==> src/rtl/pwm_pkg.sv <==
package pwm_pkg;

    localparam int CNT_W = 8;

    typedef logic [CNT_W-1:0] cval_t;

    typedef enum logic {
        DIR_UP = 1'b0,
        DIR_DN = 1'b1
    } dir_e;

    typedef struct packed {
        cval_t cnt;
        dir_e  dir;
    } cstate_t;

    typedef struct packed {
        cstate_t st;
        logic    load;
    } cstep_t;

    // One counter advance for a given active period and alignment.
    function automatic cstep_t cnt_step(cstate_t cur, cval_t per, logic center);
        cstep_t           r;
        logic [CNT_W:0]   inc;
        inc    = {1'b0, cur.cnt} + 1'b1;
        r.st   = cur;
        r.load = 1'b0;
        if (per == '0) begin
            r.st.cnt = '0;
            r.st.dir = DIR_UP;
            r.load   = 1'b1;
        end else if (!center) begin
            r.st.dir = DIR_UP;
            if (inc >= {1'b0, per}) begin
                r.st.cnt = '0;
                r.load   = 1'b1;
            end else begin
                r.st.cnt = inc[CNT_W-1:0];
            end
        end else if (cur.dir == DIR_UP) begin
            if (inc >= {1'b0, per}) begin
                r.st.cnt = per;
                r.st.dir = DIR_DN;
            end else begin
                r.st.cnt = inc[CNT_W-1:0];
            end
        end else begin
            if (cur.cnt <= cval_t'(1)) begin
                r.st.cnt = '0;
                r.st.dir = DIR_UP;
                r.load   = 1'b1;
            end else begin
                r.st.cnt = cur.cnt - 1'b1;
            end
        end
        return r;
    endfunction

    // True while the waveform is in its active part.
    function automatic logic in_active(cstate_t cur, cval_t dty);
        if (cur.dir == DIR_UP) return (cur.cnt < dty);
        else                   return (cur.cnt <= dty);
    endfunction

endpackage

==> src/rtl/pwm_dbl_reg.sv <==
module pwm_dbl_reg
    import pwm_pkg::*;
(
    input  logic  clk,
    input  logic  rst,
    input  logic  en,
    input  logic  load,
    input  logic  wr,
    input  cval_t wdata,
    output cval_t act
);
    cval_t buf_q;
    cval_t act_q;

    always_ff @(posedge clk) begin
        if (rst) begin
            buf_q <= '0;
            act_q <= '0;
        end else begin
            if (wr) buf_q <= wdata;
            if (!en) begin
                if (wr) act_q <= wdata;
            end else if (load) begin
                act_q <= buf_q;
            end
        end
    end

    assign act = act_q;

    // while running, active value moves only at a reload point
    p_buffered_r8: assert property (@(posedge clk) disable iff (rst)
        (!$past(rst) && $past(en) && !$past(load)) |-> $stable(act_q))
        else $error("active register changed outside reload");

    // while idle, a write lands in the active register directly
    p_direct_r3: assert property (@(posedge clk) disable iff (rst)
        (!$past(rst) && !$past(en) && $past(wr)) |-> (act_q == $past(wdata)))
        else $error("idle write not applied");

endmodule

==> src/rtl/pwm_updown_cnt.sv <==
module pwm_updown_cnt
    import pwm_pkg::*;
(
    input  logic    clk,
    input  logic    rst,
    input  logic    en,
    input  logic    tick,
    input  logic    center,
    input  cval_t   per_act,
    output cstate_t st,
    output logic    load
);
    cstate_t st_q;
    cstep_t  step;

    always_comb begin
        step = cnt_step(st_q, per_act, center);
    end

    assign load = en && tick && step.load;

    always_ff @(posedge clk) begin
        if (rst) begin
            st_q.cnt <= '0;
            st_q.dir <= DIR_UP;
        end else if (!en) begin
            st_q.cnt <= '0;
            st_q.dir <= DIR_UP;
        end else if (tick) begin
            st_q <= step.st;
        end
    end

    assign st = st_q;

    // no movement without a tick
    p_hold_no_tick_r4: assert property (@(posedge clk) disable iff (rst)
        (en && !tick) |=> $stable(st_q))
        else $error("counter moved without tick");

    // disabled channel parks at zero counting up
    p_idle_park_r2: assert property (@(posedge clk) disable iff (rst)
        !en |=> (st_q.cnt == '0 && st_q.dir == DIR_UP))
        else $error("counter not parked");

    // count never exceeds the active period
    p_bound_r6: assert property (@(posedge clk) disable iff (rst)
        (en && per_act != '0) |-> (st_q.cnt <= per_act))
        else $error("counter above period");

    // a down-count never sits at zero
    p_down_nz_r6: assert property (@(posedge clk) disable iff (rst)
        (st_q.dir == DIR_DN) |-> (st_q.cnt != '0))
        else $error("down-count at zero");

endmodule

==> src/rtl/pwm_out_stage.sv <==
module pwm_out_stage
    import pwm_pkg::*;
(
    input  logic    clk,
    input  logic    rst,
    input  logic    en,
    input  logic    pol,
    input  cstate_t st,
    input  cval_t   dty_act,
    output logic    pwm_out
);
    logic out_q;
    logic lvl;

    always_comb begin
        if (!en) lvl = ~pol;
        else     lvl = in_active(st, dty_act) ? pol : ~pol;
    end

    always_ff @(posedge clk) begin
        if (rst) out_q <= 1'b0;
        else     out_q <= lvl;
    end

    assign pwm_out = out_q;

    // idle level follows polarity
    p_idle_lvl_r2: assert property (@(posedge clk) disable iff (rst)
        (!$past(rst) && !$past(en)) |-> (out_q == !$past(pol)))
        else $error("idle level wrong");

    // zero duty never shows the active level
    p_zero_duty_r9: assert property (@(posedge clk) disable iff (rst)
        (!$past(rst) && $past(en) && $past(dty_act) == '0) |-> (out_q == !$past(pol)))
        else $error("zero duty produced a pulse");

endmodule

==> src/rtl/pwm_ca_channel.sv <==
module pwm_ca_channel
    import pwm_pkg::*;
(
    input  logic             clk,
    input  logic             rst,
    input  logic             tick,
    input  logic             chan_en,
    input  logic             center_mode,
    input  logic             pol,
    input  logic             per_wr,
    input  logic [CNT_W-1:0] per_wdata,
    input  logic             dty_wr,
    input  logic [CNT_W-1:0] dty_wdata,
    output logic             pwm_out
);
    localparam int NREG = 2;

    cval_t   per_act;
    cval_t   dty_act;
    cstate_t st;
    logic    load;

    logic  reg_wr [NREG];
    cval_t reg_wd [NREG];
    cval_t reg_q  [NREG];

    assign reg_wr[0] = per_wr;
    assign reg_wd[0] = per_wdata;
    assign reg_wr[1] = dty_wr;
    assign reg_wd[1] = dty_wdata;

    generate
        for (genvar i = 0; i < NREG; i++) begin : g_reg
            pwm_dbl_reg u_reg (
                .clk   (clk),
                .rst   (rst),
                .en    (chan_en),
                .load  (load),
                .wr    (reg_wr[i]),
                .wdata (reg_wd[i]),
                .act   (reg_q[i])
            );
        end
    endgenerate

    assign per_act = reg_q[0];
    assign dty_act = reg_q[1];

    pwm_updown_cnt u_cnt (
        .clk     (clk),
        .rst     (rst),
        .en      (chan_en),
        .tick    (tick),
        .center  (center_mode),
        .per_act (per_act),
        .st      (st),
        .load    (load)
    );

    pwm_out_stage u_out (
        .clk     (clk),
        .rst     (rst),
        .en      (chan_en),
        .pol     (pol),
        .st      (st),
        .dty_act (dty_act),
        .pwm_out (pwm_out)
    );

    // reset leaves the pin low
    p_reset_low_r1: assert property (@(posedge clk)
        $past(rst) |-> (pwm_out == 1'b0))
        else $error("pin not low after reset");

endmodule

==> config.mk <==
export PLATFORM = sky130hd
export DESIGN_NAME = pwm_ca_channel
export DESIGN_NICKNAME = d
export VERILOG_FILES = /design/src/rtl/pwm_pkg.sv /design/src/rtl/pwm_dbl_reg.sv /design/src/rtl/pwm_updown_cnt.sv /design/src/rtl/pwm_out_stage.sv /design/src/rtl/pwm_ca_channel.sv
export SDC_FILE = /design/constraint.sdc
export NUM_CORES = 1
export LEC_CHECK = 0
export ABC_CLOCK_PERIOD_IN_PS = 7850
export CORE_MARGIN = 2
export CORE_UTILIZATION = 50
export DETAILED_ROUTE_END_ITERATION = 10
export GPL_TIMING_DRIVEN = 0
export PLACE_DENSITY_LB_ADDON = 0.1
export REMOVE_ABC_BUFFERS = 1
export SYNTH_ARGS = -nofsm -noshare
export SYNTH_HDL_FRONTEND = slang
export SYNTH_SLANG_ARGS = --single-unit
==> constraint.sdc <==
create_clock -name clk -period 7.85 [get_ports clk]
set_input_delay 0.785 -clock clk [delete_from_list [all_inputs] [get_ports clk]]
set_output_delay 0.785 -clock clk [all_outputs]
set_load 0.05 [all_outputs]
# Word-level counts from Yosys, hierarchy flattened
# Index checks and enable logic that the tools add are counted.
classes:
  add_sub_neg: 2
  order_cmp: 4
  eq_ne: 1
  mux: 19
  bitwise_logic: 2
  reduce_logical: 8
ops:
  columns: ["cell", "n"]
  rows:
  - ["2-to-1 mux 8 bit", 9]
  - ["2-to-1 mux 10 bit", 2]
  - ["adder 8 x 1 -> 9 bit (second input constant)", 1]
  - ["greater-or-equal comparator 9 x 8 -> 1 bit", 1]
  - ["2-to-1 mux 9 bit", 1]
  - ["<= comparator 8 x 1 -> 1 bit (second input constant)", 1]
  - ["<= comparator 8 bit", 1]
  - ["logical NOT 8 bit", 1]
  - ["< comparator 8 bit", 1]
  - ["subtractor 8 x 1 -> 8 bit (second input constant)", 1]
  - ["2-to-1 mux 1 bit", 6]
  - ["AND reduction 2 bit", 2]
  - ["nonzero test 2 bit", 2]
  - ["logical AND 1 bit", 2]
  - ["2-to-1 mux 2 bit", 1]
  - ["inequality test 2 x 1 -> 1 bit (second input constant)", 1]
  - ["inverter 1 bit", 2]
  - ["OR reduction 2 bit", 1]
totals:
  regBits: 42
  input_bits: 24
  out_inout_bits: 1
  elab_cells: 43

# Depth between registers and ports, before layout
depth:
  ltp_word: 9
  mapped_depth: 13
  ltp_nobuf: 10

# Cells and area by module
# From an unflattened synthesis, not the netlist that was laid out.
hier_totals:
  cells_unflattened: 327
  hier_area_um2: 2842.7
by_module_without_submodules:
  columns: ["mod", "instances", "cells_per_inst", "area_per_inst_um2", "seq_area_each_um2"]
  rows:
  - ["pwm_dbl_reg", 2, 62, 703.2, 320.3]
  - ["pwm_updown_cnt", 1, 171, 1189.9, 180.2]
  - ["pwm_out_stage", 1, 32, 246.5, 20.0]

# Least setup slack after synthesis
# OpenSTA, ideal clock, no wires.
synth_path:
  kind: "flip-flop to flip-flop"
  from: "reg u_cnt.st_q (netlist bit u_cnt.st[3])"
  to: "reg g_reg[1].u_reg.act_q[5]"
  setup_ns: 0.134
  arrival_time_ns: 2.667
  required_time_ns: 7.716
  setup_slack_ns: 5.049
  path_stages_with_launch: 14
  n_path_buf: 3
  synth_period_minus_slack_ns: 2.801
  path_cell_list: "dfxtp_1 buf_1 and3_1 nand3_1 xnor2_1 ha_1 and3_1 a221oi_1 o211a_1 buf_6 o311ai_4 buf_6 nor2_1 a211oi_2"
synth_between:
  elab_chain_len: 8
  elab_cells_between_ends: 11
  classes_between: "add/sub (1); order compare (2); eq/ne (1); mux (5); reduce/logical (2)"
synth_rtl:
  columns: ["element", "line_no", "source"]
  rows:
  - ["from (decl)", "pwm_updown_cnt.sv:13", "cstate_t st_q;"]
  - ["from (signal assigned)", "pwm_updown_cnt.sv:30", "st_q <= step.st;"]
  - ["adder 8 x 1 -> 9 bit / <= comparator 8 x 1 -> 1 bit (equally long branches)", "pwm_pkg.sv:26, pwm_pkg.sv:49", null]
  - ["greater-or-equal comparator 9 x 8 -> 1 bit / 2-to-1 mux 2 bit (equally long branches)", "pwm_pkg.sv:35, pwm_pkg.sv:49", null]
  - ["2-to-1 mux 1 bit (on tied branches)", "pwm_pkg.sv:35, pwm_pkg.sv:41", null]
  - ["2-to-1 mux 10 bit *", "pwm_pkg.sv:33", "end else if (!center) begin"]
  - ["2-to-1 mux 10 bit *", "pwm_pkg.sv:29", "if (per == '0) begin"]
  - ["logical AND 1 bit *", "pwm_updown_cnt.sv:20", "assign load = en && tick && step.load;"]
  - ["inequality test 2 x 1 -> 1 bit (no line) *", null, null]
  - ["AND reduction 2 bit (no line) *", null, null]
  - ["to (signal assigned)", "pwm_dbl_reg.sv:22", "if (wr) act_q <= wdata;"]
  - ["to (signal assigned)", "pwm_dbl_reg.sv:24", "act_q <= buf_q;"]
  - ["to (decl)", "pwm_dbl_reg.sv:13", "cval_t act_q;"]
# Every way passes the cells marked *; elsewhere a longest branch is shown, timed or not.
# A chain may end at the register's enable or synchronous reset.

# Worst setup path after layout
layout_path:
  from: "reg u_cnt.st_q (netlist bit u_cnt.st[3])"
  to: "reg g_reg[0].u_reg.act_q[7]"
layout_between:
  elab_chain_len: 8
  elab_cells_between_ends: 11
  classes_between: "add/sub (1); order compare (2); eq/ne (1); mux (5); reduce/logical (2)"
layout_rtl:
  columns: ["element", "line_no"]
  rows:
  - ["adder 8 x 1 -> 9 bit / <= comparator 8 x 1 -> 1 bit (equally long branches)", "pwm_pkg.sv:26, pwm_pkg.sv:49"]
  - ["greater-or-equal comparator 9 x 8 -> 1 bit / 2-to-1 mux 2 bit (equally long branches)", "pwm_pkg.sv:35, pwm_pkg.sv:49"]
  - ["2-to-1 mux 1 bit (on tied branches)", "pwm_pkg.sv:35, pwm_pkg.sv:41"]
  - ["2-to-1 mux 10 bit *", "pwm_pkg.sv:33"]
  - ["2-to-1 mux 10 bit *", "pwm_pkg.sv:29"]
  - ["logical AND 1 bit *", "pwm_updown_cnt.sv:20"]
  - ["inequality test 2 x 1 -> 1 bit (no line) *", null]
  - ["AND reduction 2 bit (no line) *", null]
  - ["to (signal assigned)", "pwm_dbl_reg.sv:22"]
  - ["to (signal assigned)", "pwm_dbl_reg.sv:24"]
  - ["to (decl)", "pwm_dbl_reg.sv:13"]
# Marked as above.

==> key figures <==
STA
  – RSZ-0062 raised after global routing: no
  – Final hold viol count: 0
  – Endpoints failing setup: 0
  – Slew HR: 0.185
  – Hold_ws: between 0.4 and 0.5 ns
  – Final worst slack: a little over 4 ns
  – Setup Skew: 0.0103 ns
  – Setup TNS: 0 ns
  – Worst-Margin Slew: about 1.2 ns
  – Final-report max-slew violation count: 0
  – Fmax: between 200 and 300 MHz
  – Minimum clock period: around 3.7 ns
  – Post-route clock period utilization: 0.476

Worst setup path
  – Crit path DAT: between 3 and 4 ns
  – Critical path data required time: slightly above 8 ns
  – CP startpoint kind: register
  – Reg-to-reg startpoint: u_cnt.st[3]
  – Crit path depth: 10
  – Crit end category: register
  – Worst setup path class: reg -> reg
  – Worst reg2reg path depth: 10
  – Slowest CP cell: o311ai_2
  – CP max FO: 16
  – Critical Path, Cell by Cell: and4_4, nand4_1, xnor2_1, ha_1, and3_1, nand3_1, o211a_1, o311ai_2, nor2_1, a211oi_2
  – Crit path max-delay family: compound AO/OA/AOI/OAI gates
  – Buf+Inv Stages, Crit Path: 0
  – R2R Path End: g_reg[0].u_reg.act[7]
  – CP max stage delay: ~0.99 ns
  – Reg2reg setup slack: about 4.1 ns

Yosys
  – Avg Cell Area, Syn: between 8 and 9 sq um
  – Post-synthesis instance total: 314
  – Synth unique cells: between 50 and 60
  – Sequential fraction of the synthesis area: 0.307
  – Number of synthesized register bits: 42
  – Most used DFF post-synth: dfxtp_1
  – Largest cells by area after synthesis: dfxtp_1 (31%), mux2i_1 (12%), ha_1 (8.7%)
  – List of most frequent post-synthesis cells: nor2_1 (44), dfxtp_1 (42), mux2i_1 (33)
  – Ys async rst share: 0
  – Post-Syn Area: around 0.0027 sq mm
  – Number of synthesized flops with an enable pin: 0
  – Synth area leader: dfxtp_1
  – Yosys Warn Count: 0
  – Share of Yosys cell area claimed by the top area cell type: 0.307
  – Cell with the most instances after synthesis: nor2_1

Placement
  – Routability cong.: between 0.9 and 1
  – Worst slack, placed: 3.92 ns
  – DP HPWL: approximately 4200 um
  – I/O Buffers: 24

Clocking
  – H-tree depth: 2
  – CTS-repair resized insts: 0
  – Worst-path clk slew: approximately 0.090 ns
  – Post-CTS setup buffers: 0
  – Clk Latency, worst-skew pair: 0.30 ns
  – CTS Hold Bufs: 0
  – Root Driver: clkbuf_8
  – CTS Buf Count: 5
  – CTS tree: built
  – CTS Buffer Depth: 2
  – Clock sinks: 42

Final layout
  – FILL cells: between 500 and 600
  – Area grow syn2layout: 11.3%
  – ANT cells: 0
  – Final #Nets: approximately 370
  – Final core utilization: 0.586
  – Layout cells sized above 1: 0.0646

Floorplan
  – Std-Cell Rows: 26
  – Number of I/O pins: 25
  – Die Width: ~78 um
  – Core area: 0.00520 sq mm
  – Chip height: 78.0 um
  – Initial core utilization: 0.527
  – Total Die Area: slightly above 0.006 sq mm

Hold path
  – Worst hold path type: reg -> reg
  – Min-delay src: g_reg[1].u_reg.buf_q[2]
  – Hold depth: 2
  – Endpoint, Worst Hold: g_reg[1].u_reg.buf_q[2]

Routing
  – Initial DRC count: 181
  – Post-DRT Antenna Nets: 0
  – Vias per cell: approximately 5.9
  – Residual DRC count: 0
  – Vias: about 2300
  – Post-Route WL: 5890 um
  – DRT Pass-1 Iters: 4
  – DR WL/cell: 14.9 um

Status
  – Status: complete, no violations

Global route
  – Met3 Use GR: 0.0517
  – GRT Total Usage: 0.210
  – Gr ovfl total: 0
  – Largest net degree at the start of global routing: 37
  – Vias in the first global route: roughly 2200
  – Most used routing layer: met2
  – Grt met2 use: 0.330
  – Met1 usage: 0.293
  – Initial antenna violation count: 0
  – First-pass GRT wire length: 10400 um

Power and ir drop
  – Power Total: around 0.00060 W
  – Leak: about 1.3 nW
  – Power per cell area: 197 mW/mm^2
  – Worst VDD drop: 0.000114 V

Job
  – Max cap viols: 0
[worst reg2reg max path, cell delays in order, from the launching register on]
cell and delay (ns):
dfxtp_1 0.66, and4_4 0.35, nand4_1 0.11, xnor2_1 0.21
ha_1 0.33, and3_1 0.18, nand3_1 0.10, o211a_1 0.38
o311ai_2 0.99, nor2_1 0.11, a211oi_2 0.22
[how the worst max path moves through the flow]
stage / slack, ns / to / from
2_1_floorplan: 4.74 / g_reg[0].u_reg.act[4] / u_cnt.st[3]
3_3_place_gp: 3.99 / g_reg[0].u_reg.act[7] / chan_en
3_5_place_dp: 3.92 / g_reg[0].u_reg.act[5] / chan_en
4_1_cts: 4.10 / g_reg[0].u_reg.act[5] / u_cnt.st[3]
5_1_grt: 3.79 / g_reg[0].u_reg.act[5] / u_cnt.st[3]
6_report: 4.11 / g_reg[0].u_reg.act[7] / u_cnt.st[3]
[per-layer routing]
metal | vias to the layer above | share of wire
met4 | 0 | 0.0097
li1 | 1164 | -
met2 | 54 | 0.44
met1 | 1093 | 0.50
met3 | 4 | 0.047
met5 | - | 0
[report_power, final]
group / internal [W] / total [W] / switching, W
logic: 0.0000761 / 0.000179 / 0.000103
registers: 0.000232 / 0.000249 / 0.0000173
clock network: 0.0000950 / 0.000173 / 0.0000783
total: 0.000403 / 0.000601 / 0.000198
[kinds of logic (layout without fill, tap and decap cells)]
logic type | after synthesis | count (layout) | share of synthesized area
compound gates | 73 | 73 | 0.210
xor+xnor | 8 | 8 | 0.0256
fa+ha+maj | 19 | 19 | 0.0867
buf+inv | 41 | 52 | 0.0726
flops | 42 | 42 | 0.307
mux | 34 | 34 | 0.125
simple gates | 97 | 97 | 0.173
[cell type report]
| type | instances | area [sq um] | share of cell area |
|---|---|---|---|
| Clock buffer | 6 | 72.6 | 0.0238 |
| Clock inverter | 2 | 37.5 | 0.0123 |
| Inverter | 20 | 75.1 | 0.0246 |
| Multi-Input combinational cell | 231 | 1700 | 0.558 |
| Sequential cell | 42 | 841 | 0.276 |
| Tap cell | 70 | 87.6 | 0.0287 |
| Timing Repair Buffer | 24 | 235 | 0.0771 |
[state kept, by name, summed over array words and instances (netlist names)]
| register | cells |
|---|---|
| g.u_reg.act | 16 |
| g.u_reg.buf_q | 16 |
| u_cnt.st | 9 |
| u_out.pwm_out | 1 |
[layout by cell type (no fill, tap or decap), types with 4 or more instances in the layout]
cell type / n
a211oi_1: 12
a211oi_2: 4
a21o_1: 6
a21oi_1: 8
a221oi_1: 4
clkbuf_8: 5
clkdlybuf4s50_1: 23
dfxtp_1: 42
ha_1: 19
inv_1: 20
mux2i_1: 33
nand2_1: 15
nand2b_1: 7
nand3_1: 6
nand4_1: 5
nor2_1: 44
nor3_1: 4
o211ai_1: 6
o21ai_0: 9
xnor2_1: 7
[through the flow]
stage          cell area (sq um)  cells
6_report                    3050    395
5_1_grt                     3050    395
4_1_cts                     3060    395
3_5_place_dp                2950    387
3_3_place_gp                2950    387
2_1_floorplan               2620    293
(Power assumes the default switching activity.)
